`src/rtl/fbs_pkg.sv`:
```
package fbs_pkg;
  typedef logic [7:0] status_t;
  localparam logic [6:0] PROG_LOW_BITS = 7'h7F;
  localparam int TOGGLE_BIT = 6;
  localparam int POLL_BIT   = 7;
endpackage

```
`src/rtl/fbs_timer.sv`:
```
module fbs_timer #(
  parameter int CNT_W = 8
) (
  input  logic             clk_i,
  input  logic             rst_ni,
  input  logic             load_i,
  input  logic [CNT_W-1:0] load_val_i,
  output logic             run_o,
  output logic             expire_o
);
  logic [CNT_W-1:0] cnt_q;
  logic             run_q;

  always_ff @(posedge clk_i or negedge rst_ni) begin
    if (!rst_ni) begin
      cnt_q <= '0;
      run_q <= 1'b0;
    end else if (load_i) begin
      cnt_q <= load_val_i - CNT_W'(1);
      run_q <= 1'b1;
    end else if (run_q) begin
      if (cnt_q == '0) run_q <= 1'b0;
      else             cnt_q <= cnt_q - CNT_W'(1);
    end
  end

  assign run_o    = run_q;
  assign expire_o = run_q && (cnt_q == '0);
endmodule

```
`src/rtl/fbs_status.sv`:
```
module fbs_status
  import fbs_pkg::*;
(
  input  logic    clk_i,
  input  logic    rst_ni,
  input  logic    erase_clr_i,
  input  logic    prog_set_i,
  input  logic    prog_bit7_i,
  input  logic    rd_toggle_i,
  input  logic    expire_i,
  output status_t status_o
);
  status_t st_q, st_d;

  always_comb begin
    st_d = st_q;
    if (erase_clr_i) begin
      st_d = '0;
    end else if (prog_set_i) begin
      st_d = {~prog_bit7_i, PROG_LOW_BITS};
    end else begin
      st_d[POLL_BIT]   = st_q[POLL_BIT] ^ expire_i;
      st_d[TOGGLE_BIT] = st_q[TOGGLE_BIT] ^ rd_toggle_i;
    end
  end

  always_ff @(posedge clk_i or negedge rst_ni) begin
    if (!rst_ni) st_q <= '0;
    else         st_q <= st_d;
  end

  assign status_o = st_q;
endmodule

```
`src/rtl/flash_busy_status.sv`:
```
module flash_busy_status
  import fbs_pkg::*;
#(
  parameter int SECT_CYCLES = 20,
  parameter int CHIP_RATIO  = 10
) (
  input  logic       clk_i,
  input  logic       rst_ni,
  input  logic       prog_start_i,
  input  logic [7:0] prog_data_i,
  input  logic       sect_erase_start_i,
  input  logic       chip_erase_start_i,
  input  logic       bypass_i,
  input  logic       status_rd_i,
  output logic [7:0] status_o,
  output logic       busy_o,
  output logic       done_o,
  output logic       done_bypass_o
);
  localparam int CHIP_CYCLES = SECT_CYCLES * CHIP_RATIO;
  localparam int CNT_W       = $clog2(CHIP_CYCLES + 1);

  logic             run, expire, idle;
  logic             erase_go, prog_go;
  logic [CNT_W-1:0] load_val;
  logic             done_q, byp_q;
  status_t          st;

  assign idle     = !run;
  assign erase_go = idle && (chip_erase_start_i || sect_erase_start_i);
  assign prog_go  = idle && prog_start_i && !chip_erase_start_i && !sect_erase_start_i;
  assign load_val = chip_erase_start_i ? CNT_W'(CHIP_CYCLES) : CNT_W'(SECT_CYCLES);

  fbs_timer #(.CNT_W(CNT_W)) i_timer (
    .clk_i      (clk_i),
    .rst_ni     (rst_ni),
    .load_i     (erase_go),
    .load_val_i (load_val),
    .run_o      (run),
    .expire_o   (expire)
  );

  fbs_status i_status (
    .clk_i       (clk_i),
    .rst_ni      (rst_ni),
    .erase_clr_i (erase_go),
    .prog_set_i  (prog_go),
    .prog_bit7_i (prog_data_i[7]),
    .rd_toggle_i (status_rd_i && run),
    .expire_i    (expire),
    .status_o    (st)
  );

  // completion strobe, destination latched at the finishing edge
  always_ff @(posedge clk_i or negedge rst_ni) begin
    if (!rst_ni) begin
      done_q <= 1'b0;
      byp_q  <= 1'b0;
    end else begin
      done_q <= expire || prog_go;
      if (expire || prog_go) byp_q <= bypass_i;
    end
  end

  assign status_o      = st;
  assign busy_o        = run;
  assign done_o        = done_q;
  assign done_bypass_o = done_q && byp_q;
endmodule

```
`config.mk`:
```
export PLATFORM = sky130hd
export DESIGN_NAME = flash_busy_status
export DESIGN_NICKNAME = d
export VERILOG_FILES = /design/src/rtl/fbs_pkg.sv /design/src/rtl/fbs_timer.sv /design/src/rtl/fbs_status.sv /design/src/rtl/flash_busy_status.sv
export SDC_FILE = /design/constraint.sdc
export NUM_CORES = 1
export LEC_CHECK = 0
export BUFFER_PORTS_ARGS = -buffer_cell sky130_fd_sc_hd__buf_4
export CAP_MARGIN = 20
export CORE_MARGIN = 1.5
export CORE_UTILIZATION = 45
export CTS_BUF_LIST = sky130_fd_sc_hd__clkbuf_4 sky130_fd_sc_hd__clkbuf_8
export CTS_CLUSTER_SIZE = 10
export DETAILED_ROUTE_END_ITERATION = 16
export GPL_TIMING_DRIVEN = 0
export HOLD_SLACK_MARGIN = 0.05
export PLACE_DENSITY_LB_ADDON = 0.12
export SETUP_SLACK_MARGIN = 0.3
export SLEW_MARGIN = 10
export SYNTH_ARGS = -nofsm -noshare
export SYNTH_HDL_FRONTEND = slang
export SYNTH_SLANG_ARGS = --single-unit
```
`constraint.sdc`:
```
create_clock -name clk_i -period 4.8 [get_ports clk_i]
set_input_delay 0.72 -clock clk_i [delete_from_list [all_inputs] [get_ports clk_i]]
set_output_delay 0.72 -clock clk_i [all_outputs]
set_load 0.02 [all_outputs]
```
==> flow_metrics.py, run 1 <==
metrics = {
    "run_status": {
        "run_status": "completed",
    },
    "route": {
        "first_iter_violations": 26,
        "route.detailed.wl_per_inst_um": 13.2,
        "route.antenna.remaining_nets": 0,
        "via_per_inst": 5.64,
        "vias": 666,
        "firstDrtPassIters": 6,
        "routed_wirelength_um": 1560,
        "remaining_routing_drc_violations": 0,
    },
    "grt": {
        "grt_start_max_net_pins": 15,
        "grt_pass1_vias": 576,
        "grt-ovfl-total": 0,
        "grt_antenna_before_repair": 0,
        "groute.usage.overall": 0.196,
        "first_pass_grt_wire_length_um": 2650,
    },
    "yosys": {
        "ys_top_cells_by_area": "sky130_fd_sc_hd__dfrtp_1 45%, sky130_fd_sc_hd__buf_4 4.9%, sky130_fd_sc_hd__nand2_1 4.9%, sky130_fd_sc_hd__a21oi_1 3.9%, sky130_fd_sc_hd__a211oi_1 2.9%",
        "synthesis.instances": 81,
        "syn-cell-area_um2": 772,
        "synth_seq_area_share": 0.454,
        "mappedNetlistNets": 97,
        "synth_largest_area_cell": "sky130_fd_sc_hd__dfrtp_1",
        "yosysWarnings": 0,
        "synth.distinct_cells": 34,
        "yosys.area.top_type_share": 0.454,
        "postSynthRegisterBits": 14,
        "synthesis.area_per_instance_um2": 9.53,
    },
    "min_path": {
        "hp-class": "primary input to async pin",
    },
    "timing": {
        "timing.final.crit_share": 0.454,
        "setup_viol": 0,
        "timing.max_slew.rel_slack": 0.574,
        "tightestPinTransition_ps": 637,
        "fin_crit_ps": 2180,
        "fmaxAchievable_mhz": 459,
        "maxSlewViolCount": 0,
        "hold_ws_ps": 254,
        "worst_clk_skew_ps": 5.83,
        "tns_ps": 0,
        "grt_setup_unrepaired": "no",
        "report.final.hold_viol_count": 0,
    },
    "cells_and_area": {
        "final_nets": 119,
        "nFillCells": 145,
        "areaGrowthSynthToFinish_pct": 23.8,
        "core_occupancy_in_the_finished_layout": 0.613,
        "final-seq-area_um2": 350,
        "diodes": 0,
        "drive_gt1_frac": 0.304,
        "multiInputGateArea_um2": 365,
    },
    "power_and_ir_drop": {
        "power_per_cell_area_nw_per_um2": 600,
        "static-leakage-power_nw": 0.454,
        "max-vdd-ir-drop_mv": 0.271,
        "finalPower_uw": 573,
    },
    "floorplan": {
        "floorplan.core_area_um2": 1560,
        "die_area_um2": 1970,
        "start_util": 0.495,
        "die_ht_um": 44.4,
        "ioPinCount": 26,
        "die_x_um": 44.4,
        "rows": 14,
    },
    "clock_tree": {
        "cts_hold_buf": 0,
        "postCtsSetupRepairBufs": 0,
        "cts-root-buf": "sky130_fd_sc_hd__clkbuf_4",
        "number_of_levels_in_the_clock_h_tree": 1,
        "path_clk_slew_ps": 90,
        "ctsLongestPathBuffers": 2,
        "postCtsResizedCells": 0,
        "tritoncts": "done",
        "clk_latency_ps": 290,
        "tritoncts_num_sinks": 14,
        "cts-buffers-inserted": 3,
    },
    "critical_path": {
        "startpoint_type": "primary input",
        "rrSetupSlack_ps": 2840,
        "worstRegToRegCells": 4,
        "worstSetupEndpointType": "flop",
        "r2r_start": "i_timer.cnt_q[2]",
        "path_class": "primary input to flop",
        "cp_max_fo": 9,
        "timing.critical_path.required_ps": 5000,
        "arrival_ps": 2370,
        "reg2reg_to": "byp_q",
    },
    "placed_design": {
        "numPortBuffers": 17,
        "hpwl_um": 1180,
        "gp_congestion": 0.795,
    },
    "job": {
        "cap_viol_max_count": 0,
    },
}
==> worst max-delay path, stage by stage <==
cell and delay, ps:
sky130_fd_sc_hd__clkbuf_1 150, sky130_fd_sc_hd__o21bai_1 550, sky130_fd_sc_hd__nand2_1 120, sky130_fd_sc_hd__ha_1 280, sky130_fd_sc_hd__a211oi_1 250, sky130_fd_sc_hd__a211oi_1 80, sky130_fd_sc_hd__a311oi_1 220
==> placed cells by master, fill, tap and decap left out, types with 3 or more instances in the layout <==
cell type	Yosys	final
sky130_fd_sc_hd__a211oi_1	3	3
sky130_fd_sc_hd__a21oi_1	6	6
sky130_fd_sc_hd__buf_4	5	22
sky130_fd_sc_hd__clkbuf_4	0	3
sky130_fd_sc_hd__dfrtp_1	14	14
sky130_fd_sc_hd__inv_1	3	3
sky130_fd_sc_hd__nand2_1	10	10
sky130_fd_sc_hd__nor2_1	3	3
sky130_fd_sc_hd__nor3_1	4	4
sky130_fd_sc_hd__o21ai_0	3	3
==> where the power goes <==
part	internal, mW	switching (mW)	total, mW	leakage [nW]
combinational	0.130	0.120	0.251	0.266
clock	0.0462	0.0418	0.0880	0.0210
sequential	0.170	0.0647	0.235	0.167
total	0.347	0.227	0.573	0.454
==> logic make-up (layout without fill, tap and decap cells) <==
kind of cell | Yosys count | count (layout) | share of synthesized area
buf+inv | 10 | 31 | 0.0729
fa+ha+maj | 1 | 1 | 0.0162
mux | 1 | 1 | 0.0194
xor+xnor | 2 | 2 | 0.0227
compound gates | 23 | 23 | 0.190
simple gates | 30 | 30 | 0.225
flops | 14 | 14 | 0.454
==> worst max path at each step <==
stage	startpoint	end	slack, ps	cells after the start
CTS	chip_erase_start_i	i_timer.cnt_q[2]	2600	7
detailed placement	chip_erase_start_i	i_timer.cnt_q[2]	2290	7
global placement	chip_erase_start_i	i_timer.cnt_q[2]	2270	7
finish	chip_erase_start_i	i_timer.cnt_q[2]	2620	7
global route	chip_erase_start_i	i_timer.cnt_q[2]	2450	7
floorplan	chip_erase_start_i	i_timer.cnt_q[4]	2610	8
==> synthesized netlist by cell type <==
cell,instances
sky130_fd_sc_hd__dfrtp_1,14
sky130_fd_sc_hd__o21bai_1,1
sky130_fd_sc_hd__o22ai_1,2
sky130_fd_sc_hd__xnor2_1,2
sky130_fd_sc_hd__o21ai_0,3
sky130_fd_sc_hd__or3_4,1
sky130_fd_sc_hd__nand3b_1,1
sky130_fd_sc_hd__nand2_4,1
sky130_fd_sc_hd__nand2_1,10
sky130_fd_sc_hd__o31ai_1,2
sky130_fd_sc_hd__nor2_1,3
sky130_fd_sc_hd__a22o_1,1
sky130_fd_sc_hd__nor2b_1,1
sky130_fd_sc_hd__a41oi_1,1
sky130_fd_sc_hd__a311oi_1,1
sky130_fd_sc_hd__and2_1,1
sky130_fd_sc_hd__nand2b_1,1
sky130_fd_sc_hd__nor3_2,1
sky130_fd_sc_hd__buf_4,5
sky130_fd_sc_hd__nor3b_1,1
sky130_fd_sc_hd__nand3_1,1
sky130_fd_sc_hd__a21oi_1,6
sky130_fd_sc_hd__or4_1,1
sky130_fd_sc_hd__nor4_1,1
sky130_fd_sc_hd__a31oi_1,2
sky130_fd_sc_hd__or4b_4,1
sky130_fd_sc_hd__ha_1,1
sky130_fd_sc_hd__mux2_4,1
sky130_fd_sc_hd__clkbuf_1,2
sky130_fd_sc_hd__nor3_1,4
sky130_fd_sc_hd__inv_1,3
sky130_fd_sc_hd__o21ai_1,1
sky130_fd_sc_hd__a211oi_1,3
sky130_fd_sc_hd__or3_1,1
==> final cells by class <==
cell class,instances,area share
Sequential cell,14,0.366
Multi-Input combinational cell,57,0.382
Tap cell,16,0.0209
Timing Repair Buffer,17,0.134
Inverter,3,0.0118
Buffer,7,0.0471
Clock buffer,4,0.0380
==> metrics by stage <==
stage / std cells / instance area (um2) / setup slack (ps)
after global routing: 118 / 956 / 2450
after detailed placement: 114 / 920 / 2290
final: 118 / 956 / 2620
after global placement: 114 / 920 / 2270
after CTS: 118 / 956 / 2600
after floorplan: 81 / 772 / 2610
==> per-layer routing <==
layer	GRT usage	vias up	part of all wire
met5	0	-	0
met4	0.127	0	0.011
li1	-	336	-
met1	0.257	303	0.45
met2	0.279	25	0.48
met3	0.0612	2	0.058
==> state kept, by name (all words and copies together) (netlist names) <==
name               cells
i_timer.cnt_q          8
i_status.status_o      3
byp_q                  1
done_o                 1
i_timer.run_o          1
Power figures use the tool's default switching activity.
==> run 2, diff against run 1 <==
--- a/config.mk
+++ b/config.mk
@@ -5,6 +5,7 @@
 export SDC_FILE = /design/constraint.sdc
 export NUM_CORES = 1
 export LEC_CHECK = 0
+export ABC_AREA = 1
 export BUFFER_PORTS_ARGS = -buffer_cell sky130_fd_sc_hd__buf_4
 export CAP_MARGIN = 20
 export CORE_MARGIN = 1.5
==> constraint.sdc (replaced) <==
create_clock -name clk_i -period 1.76 [get_ports clk_i]
set_input_delay 0.264 -clock clk_i [delete_from_list [all_inputs] [get_ports clk_i]]
set_output_delay 0.264 -clock clk_i [all_outputs]
set_load 0.02 [all_outputs]
==> run 2 against run 1 <==
Via count increased by 20%. Design area increased by 28%. First-iteration DRC count decreased by 42%. Global-route usage decreased by 1.3 points. Clock power increased to 2.7 times the previous value. Wire length increased by 28%.
==> flow_metrics.py, run 2 <==
metrics = {
    "critical_path": {
        "worstRegToRegCells": 9,
        "rrSetupSlack_ps": 330,
        "timing.critical_path.required_ps": 1950,
        "path_class": "flop to flop",
        "startpoint_type": "flop",
        "cp_max_fo": 8,
        "worstSetupEndpointType": "flop",
        "arrival_ps": 1620,
    },
    "grt": {
        "grt_pass1_vias": 670,
        "grt-ovfl-total": 0,
        "groute.usage.overall": 0.183,
        "grt_antenna_before_repair": 0,
        "first_pass_grt_wire_length_um": 2830,
        "grt_start_max_net_pins": 15,
    },
    "clock_tree": {
        "number_of_levels_in_the_clock_h_tree": 1,
        "path_clk_slew_ps": 90,
        "cts-buffers-inserted": 3,
        "cts-root-buf": "sky130_fd_sc_hd__clkbuf_4",
        "tritoncts_num_sinks": 14,
        "clk_latency_ps": 280,
        "ctsLongestPathBuffers": 2,
        "tritoncts": "done",
    },
    "yosys": {
        "yosysWarnings": 0,
        "yosys.cell_count.top_type": "sky130_fd_sc_hd__nand2_1",
        "synth_largest_area_cell": "sky130_fd_sc_hd__dfrtp_1",
        "synthesis.area_per_instance_um2": 7.81,
        "synth_edf_count": 0,
        "yosys.area.top_type_share": 0.393,
        "syn-cell-area_um2": 891,
        "ys_top_cells_by_count": "29 x sky130_fd_sc_hd__nand2_1, 14 x sky130_fd_sc_hd__dfrtp_1, 13 x sky130_fd_sc_hd__inv_1",
        "yosys_most_used_dff": "sky130_fd_sc_hd__dfrtp_1",
        "asyncSetResetFlopFracSynth": 1.00,
        "synth_seq_area_share": 0.393,
        "ys_top_cells_by_area": "sky130_fd_sc_hd__dfrtp_1 39%, sky130_fd_sc_hd__nand2_1 12%, sky130_fd_sc_hd__inv_1 5.5%, sky130_fd_sc_hd__nor2_1 5.1%, sky130_fd_sc_hd__buf_4 4.2%",
        "synthesis.instances": 114,
        "mappedNetlistNets": 130,
        "postSynthRegisterBits": 14,
        "synth.distinct_cells": 25,
    },
    "min_path": {
        "whs_path_depth": 3,
        "hp-class": "primary input to flop",
    },
    "route": {
        "route.antenna.remaining_nets": 0,
        "firstDrtPassIters": 4,
        "vias": 801,
        "remaining_routing_drc_violations": 0,
        "routed_wirelength_um": 1990,
        "route.detailed.wl_per_inst_um": 11.7,
        "first_iter_violations": 15,
        "via_per_inst": 4.71,
    },
    "cells_and_area": {
        "final_cell_area_um2": 1220,
        "areaGrowthSynthToFinish_pct": 36.9,
        "nFillCells": 155,
        "top_register": "i_timer.cnt_q",
        "final-seq-area_um2": 352,
        "drive_gt1_frac": 0.421,
        "layout_common_cells": "30 x sky130_fd_sc_hd__buf_4, 28 x sky130_fd_sc_hd__nand2_1, 13 x sky130_fd_sc_hd__inv_1, 13 x sky130_fd_sc_hd__dfrtp_1, 12 x sky130_fd_sc_hd__nor2_1",
        "core_occupancy_in_the_finished_layout": 0.684,
        "commonest_non_fill_non_tap_cell_in_the_layout": "sky130_fd_sc_hd__buf_4",
        "final_cell_count_no_fill": 170,
        "largest_reg_flops": 8,
        "multiInputGateArea_um2": 479,
        "diodes": 0,
        "final_nets": 162,
    },
    "job": {
        "cap_viol_max_count": 0,
    },
    "floorplan": {
        "rows": 15,
        "die_ht_um": 47.5,
        "ioPinCount": 26,
        "die_area_um2": 2260,
        "floorplan.core_area_um2": 1780,
        "start_util": 0.500,
        "die_x_um": 47.5,
    },
    "timing": {
        "final.setup.worst_slack_ps": 328,
        "grt_setup_unrepaired": "yes",
        "maxSlewViolCount": 0,
        "timing.max_slew.rel_slack": 0.801,
        "fin_crit_ps": 1430,
        "setup_viol": 0,
        "worst_clk_skew_ps": 3.40,
        "timing.final.crit_share": 0.814,
        "tightestPinTransition_ps": 296,
        "tns_ps": 0,
        "report.final.hold_viol_count": 0,
        "fmaxAchievable_mhz": 698,
    },
    "placed_design": {
        "dpl.cell_count": 157,
        "detailedPlace.worstSlack_ps": 200,
        "numPortBuffers": 18,
        "hpwl_um": 1380,
        "gp_congestion": 0.860,
        "placed_cell_area_um2": 1060,
    },
    "power_and_ir_drop": {
        "p_sw_frac": 0.434,
        "static-leakage-power_nw": 0.639,
        "power_frac_seq": 0.311,
        "p_sw_uw": 811,
        "cellInternalPower_mw": 1.06,
        "power.combinational.fraction": 0.563,
        "pwr-share-clk": 0.126,
        "max-vdd-ir-drop_mv": 0.927,
        "power_per_cell_area_nw_per_um2": 1530,
    },
    "run_status": {
        "run_status": "completed",
    },
}
==> run 2: cell types whose count changed after synthesis, sizes merged, moves of 3 or more <==
cell and delta:
nand3 +6, nor2 +13, nor3 -5, a211oi -3
inv +14, o21ai +6, nand2 +22, a21oi -5
==> run 2: area by class of cell <==
type	instances	area share
inverter	17	0.0544
buffer	5	0.0308
multi-input combinational	78	0.393
timing repair buffer	27	0.178
sequential	14	0.288
clock buffer	4	0.0297
tap	25	0.0256
==> run 2: per-layer routing <==
metal	routed length, um	global-route usage	vias to the layer above
met3	63	0.0340	4
met5	0	0	-
li1	-	-	415
met1	974	0.237	363
met2	924	0.297	19
met4	31	0.0833	0
==> run 2: power by group through the flow <==
stage                     clock [mW]  sequential (mW)  combinational (mW)
after global routing           0.252            0.596                1.16
final                          0.236            0.581                1.05
after detailed placement           0            0.581               0.934
after CTS                      0.240            0.576               0.986
after global placement             0            0.572               0.913
after floorplan                    0            0.598               0.660
==> run 2: worst paths after layout <==
path | startpoint | end
setup / recovery | i_timer.run_o | i_timer.cnt_q[6]
hold / removal | bypass_i | byp_q
setup reg to reg | i_timer.run_o | i_timer.cnt_q[6]
hold reg to reg | byp_q | byp_q
max in group asynchronous | rst_ni | i_timer.run_o
min in group asynchronous | rst_ni | i_timer.cnt_q[2]
==> run 2: logic make-up after synthesis <==
| group | after synthesis | synth area share |
|---|---|---|
| AO/OA/AOI/OAI | 14 | 0.119 |
| XOR/XNOR | 3 | 0.0295 |
| adder cells (fa/ha/maj) | 1 | 0.0140 |
| buffers and inverters | 22 | 0.114 |
| flip-flops | 14 | 0.393 |
| AND/OR/NAND/NOR | 60 | 0.330 |
==> run 2: stage by stage <==
| stage | total power, mW | hold WS [ps] |
|---|---|---|
| floorplan | 1.26 | -31.6 |
| global placement | 1.49 | 126 |
| detailed placement | 1.52 | 126 |
| CTS | 1.80 | 163 |
| global route | 2.01 | 167 |
| finish | 1.87 | 165 |
==> run 2: what timing repair did <==
item	in CTS	in global routing
hold buffers	1	0
gates resized for setup	4	6
buffers inserted	2	6
pin swaps	1	6
setup endpoints to repair	3	3
hold endpoints to repair	14	0
==> run 2: critical path, stage by stage, from the launching register on <==
cell	delay, ps
sky130_fd_sc_hd__dfrtp_2	460
sky130_fd_sc_hd__inv_4	90
sky130_fd_sc_hd__o21ai_4	100
sky130_fd_sc_hd__nand2_2	120
sky130_fd_sc_hd__ha_4	170
sky130_fd_sc_hd__nand2_4	60
sky130_fd_sc_hd__nor2_4	120
sky130_fd_sc_hd__nand3_2	80
sky130_fd_sc_hd__nand3_2	80
sky130_fd_sc_hd__nand2_1	50
==> run 3, diff against run 2 <==
==> constraint.sdc (replaced) <==
create_clock -name clk_i -period 1.3 [get_ports clk_i]
set_input_delay 0.195 -clock clk_i [delete_from_list [all_inputs] [get_ports clk_i]]
set_output_delay 0.195 -clock clk_i [all_outputs]
set_load 0.02 [all_outputs]
==> run 3 against run 2 <==
The flow now finishes with violations (setup timing). Wire length increased by 38%. Power increased by 61%. Cell count increased by 7.6%. First-iteration DRC count increased by 110%. Worst setup slack got worse by 550 ps. Clock-buffer cell count unchanged. Register-to-register slack got worse by 550 ps. Sequential share of layout area decreased by 4.7 points. Critical path depth decreased by 3. Sequential power increased by 38%. Flip-flop and latch count unchanged. Clock power increased by 20%. Largest cell class unchanged.
==> flow_metrics.py, run 3 (synthesis gave the netlist of run 2 again) <==
metrics = {
    "clock_tree": {
        "tritoncts_num_sinks": 14,
        "path_clk_slew_ps": 80,
        "clk_latency_ps": 280,
        "cts-root-buf": "sky130_fd_sc_hd__clkbuf_4",
        "ctsLongestPathBuffers": 2,
        "tritoncts": "done",
        "number_of_levels_in_the_clock_h_tree": 1,
        "cts-buffers-inserted": 3,
    },
    "timing": {
        "tightestPinTransition_ps": 379,
        "final.setup.worst_slack_ps": -220,
        "timing.final.crit_share": 1.17,
        "maxSlewViolCount": 0,
        "fmaxAchievable_mhz": 658,
        "timing.max_slew.rel_slack": 0.747,
        "report.final.hold_viol_count": 0,
        "worst_clk_skew_ps": 2.34,
        "fin_crit_ps": 1520,
        "setup_viol": 12,
        "grt_setup_unrepaired": "yes",
    },
    "route": {
        "routed_wirelength_um": 2740,
        "first_iter_violations": 31,
        "route.detailed.wl_per_inst_um": 15.0,
        "firstDrtPassIters": 4,
        "route.antenna.remaining_nets": 0,
        "remaining_routing_drc_violations": 0,
        "via_per_inst": 5.21,
        "vias": 953,
    },
    "run_status": {
        "run_status": "finished, violations left",
        "violations_in_the_final_reports": "setup timing",
    },
    "critical_path": {
        "arrival_ps": 1720,
        "reg2reg_to": "i_timer.cnt_q[5]",
        "r2r_start": "i_timer.run_o",
        "startpoint_type": "flop",
        "path_class": "flop to flop",
        "rrSetupSlack_ps": -220,
        "worstRegToRegCells": 6,
        "timing.critical_path.required_ps": 1500,
        "cp_max_fo": 4,
        "worstSetupEndpointType": "flop",
    },
    "placed_design": {
        "hpwl_um": 1410,
        "dpl.cell_count": 157,
        "numPortBuffers": 18,
        "detailedPlace.worstSlack_ps": -161,
        "gp_congestion": 0.902,
    },
    "grt": {
        "groute.usage.overall": 0.241,
        "grt-ovfl-total": 0,
        "grt_pass1_vias": 854,
        "first_pass_grt_wire_length_um": 3640,
        "grt_antenna_before_repair": 0,
        "grt_start_max_net_pins": 15,
    },
    "cells_and_area": {
        "final_nets": 175,
        "layout_common_cells": "22 x sky130_fd_sc_hd__nand2_1, 22 x sky130_fd_sc_hd__buf_4, 21 x sky130_fd_sc_hd__buf_6, 12 x sky130_fd_sc_hd__dfrtp_1, 10 x sky130_fd_sc_hd__inv_1",
        "drive_gt1_frac": 0.576,
        "diodes": 0,
        "top_register": "i_timer.cnt_q",
        "largest_reg_flops": 8,
        "nFillCells": 109,
        "areaGrowthSynthToFinish_pct": 64.3,
        "final_cell_count_no_fill": 183,
    },
    "floorplan": {
        "rows": 15,
        "die_area_um2": 2260,
        "start_util": 0.500,
        "die_x_um": 47.5,
        "floorplan.core_area_um2": 1780,
        "die_ht_um": 47.5,
        "ioPinCount": 26,
    },
    "power_and_ir_drop": {
        "static-leakage-power_nw": 0.737,
        "finalPower_mw": 3.01,
        "power_per_cell_area_nw_per_um2": 2050,
        "max-vdd-ir-drop_mv": 1.48,
    },
    "min_path": {
        "whs_path_depth": 3,
        "worstHoldStart": "bypass_i",
        "min_delay_worst_endpoint": "byp_q",
        "hp-class": "primary input to flop",
    },
    "job": {
        "cap_viol_max_count": 0,
    },
}
[run 3: changes by cell type in the layout (fill, tap and decap cells not counted), sizes merged]
| cell | change |
|---|---|
| buf | +13 |
[run 3: per-layer routing]
metal  routed length (um)  up-vias  GRT usage
li1                     -      443          -
met1                 1150      461      0.278
met2                 1370       39      0.414
met3                  163       10     0.0491
met4                   53        0      0.133
met5                    0        -          0
[run 3: cell type report]
type / instances / area (um2) / area share
plain buffers: 5 / 56.3 / 0.0385
repair buffers: 40 / 375 / 0.256
inverters: 17 / 68.8 / 0.0470
multi-input cells: 78 / 549 / 0.375
flip-flops and latches: 14 / 353 / 0.241
clock buffers: 4 / 30.0 / 0.0205
well taps: 25 / 31.3 / 0.0214
[run 3: how the worst max path moves through the flow]
stage | depth (start not counted) | endpoint | start
final | 6 | i_timer.cnt_q[5] | i_timer.run_o
after global routing | 6 | i_timer.cnt_q[4] | i_timer.run_o
after CTS | 9 | i_timer.cnt_q[6] | i_timer.run_o
after detailed placement | 6 | i_timer.cnt_q[7] | i_timer.cnt_q[0]
after global placement | 9 | i_timer.cnt_q[6] | i_timer.run_o
after floorplan | 9 | i_timer.cnt_q[6] | i_timer.run_o
[run 3: metrics by stage]
| step | TNS (ps) | hold slack (ps) | instance area (um2) | utilization |
|---|---|---|---|---|
| after floorplan | -35.1 | -101 | 922 | - |
| after global placement | -855 | 56.0 | 1090 | 0.611 |
| after detailed placement | -933 | 57.4 | 1090 | 0.611 |
| after CTS | -317 | 102 | 1350 | 0.759 |
| after global routing | -2460 | 103 | 1460 | 0.821 |
| final | -1670 | 97.3 | 1460 | 0.821 |
[run 3: worst max-delay path, cell delays in order (launching register included)]
cell and delay (ps):
sky130_fd_sc_hd__dfrtp_2 470, sky130_fd_sc_hd__buf_4 140, sky130_fd_sc_hd__nand3b_1 150, sky130_fd_sc_hd__o21ai_4 300, sky130_fd_sc_hd__buf_12 160, sky130_fd_sc_hd__nor2_4 30, sky130_fd_sc_hd__xnor2_1 180
[run 3: power breakdown]
part	switching [mW]	internal (mW)	leakage (nW)
clock	0.144	0.140	0.0184
sequential	0.171	0.628	0.167
combinational	0.992	0.931	0.552
total	1.31	1.70	0.737
[run 3: what timing repair did]
item | in CTS | in global routing
pin swaps | 6 | 15
endpoints found under the setup margin | 25 | 25
resized for setup | 29 | 19
hold buffers | 1 | 0
hold endpoints to repair | 14 | 0
buffers inserted | 15 | 6
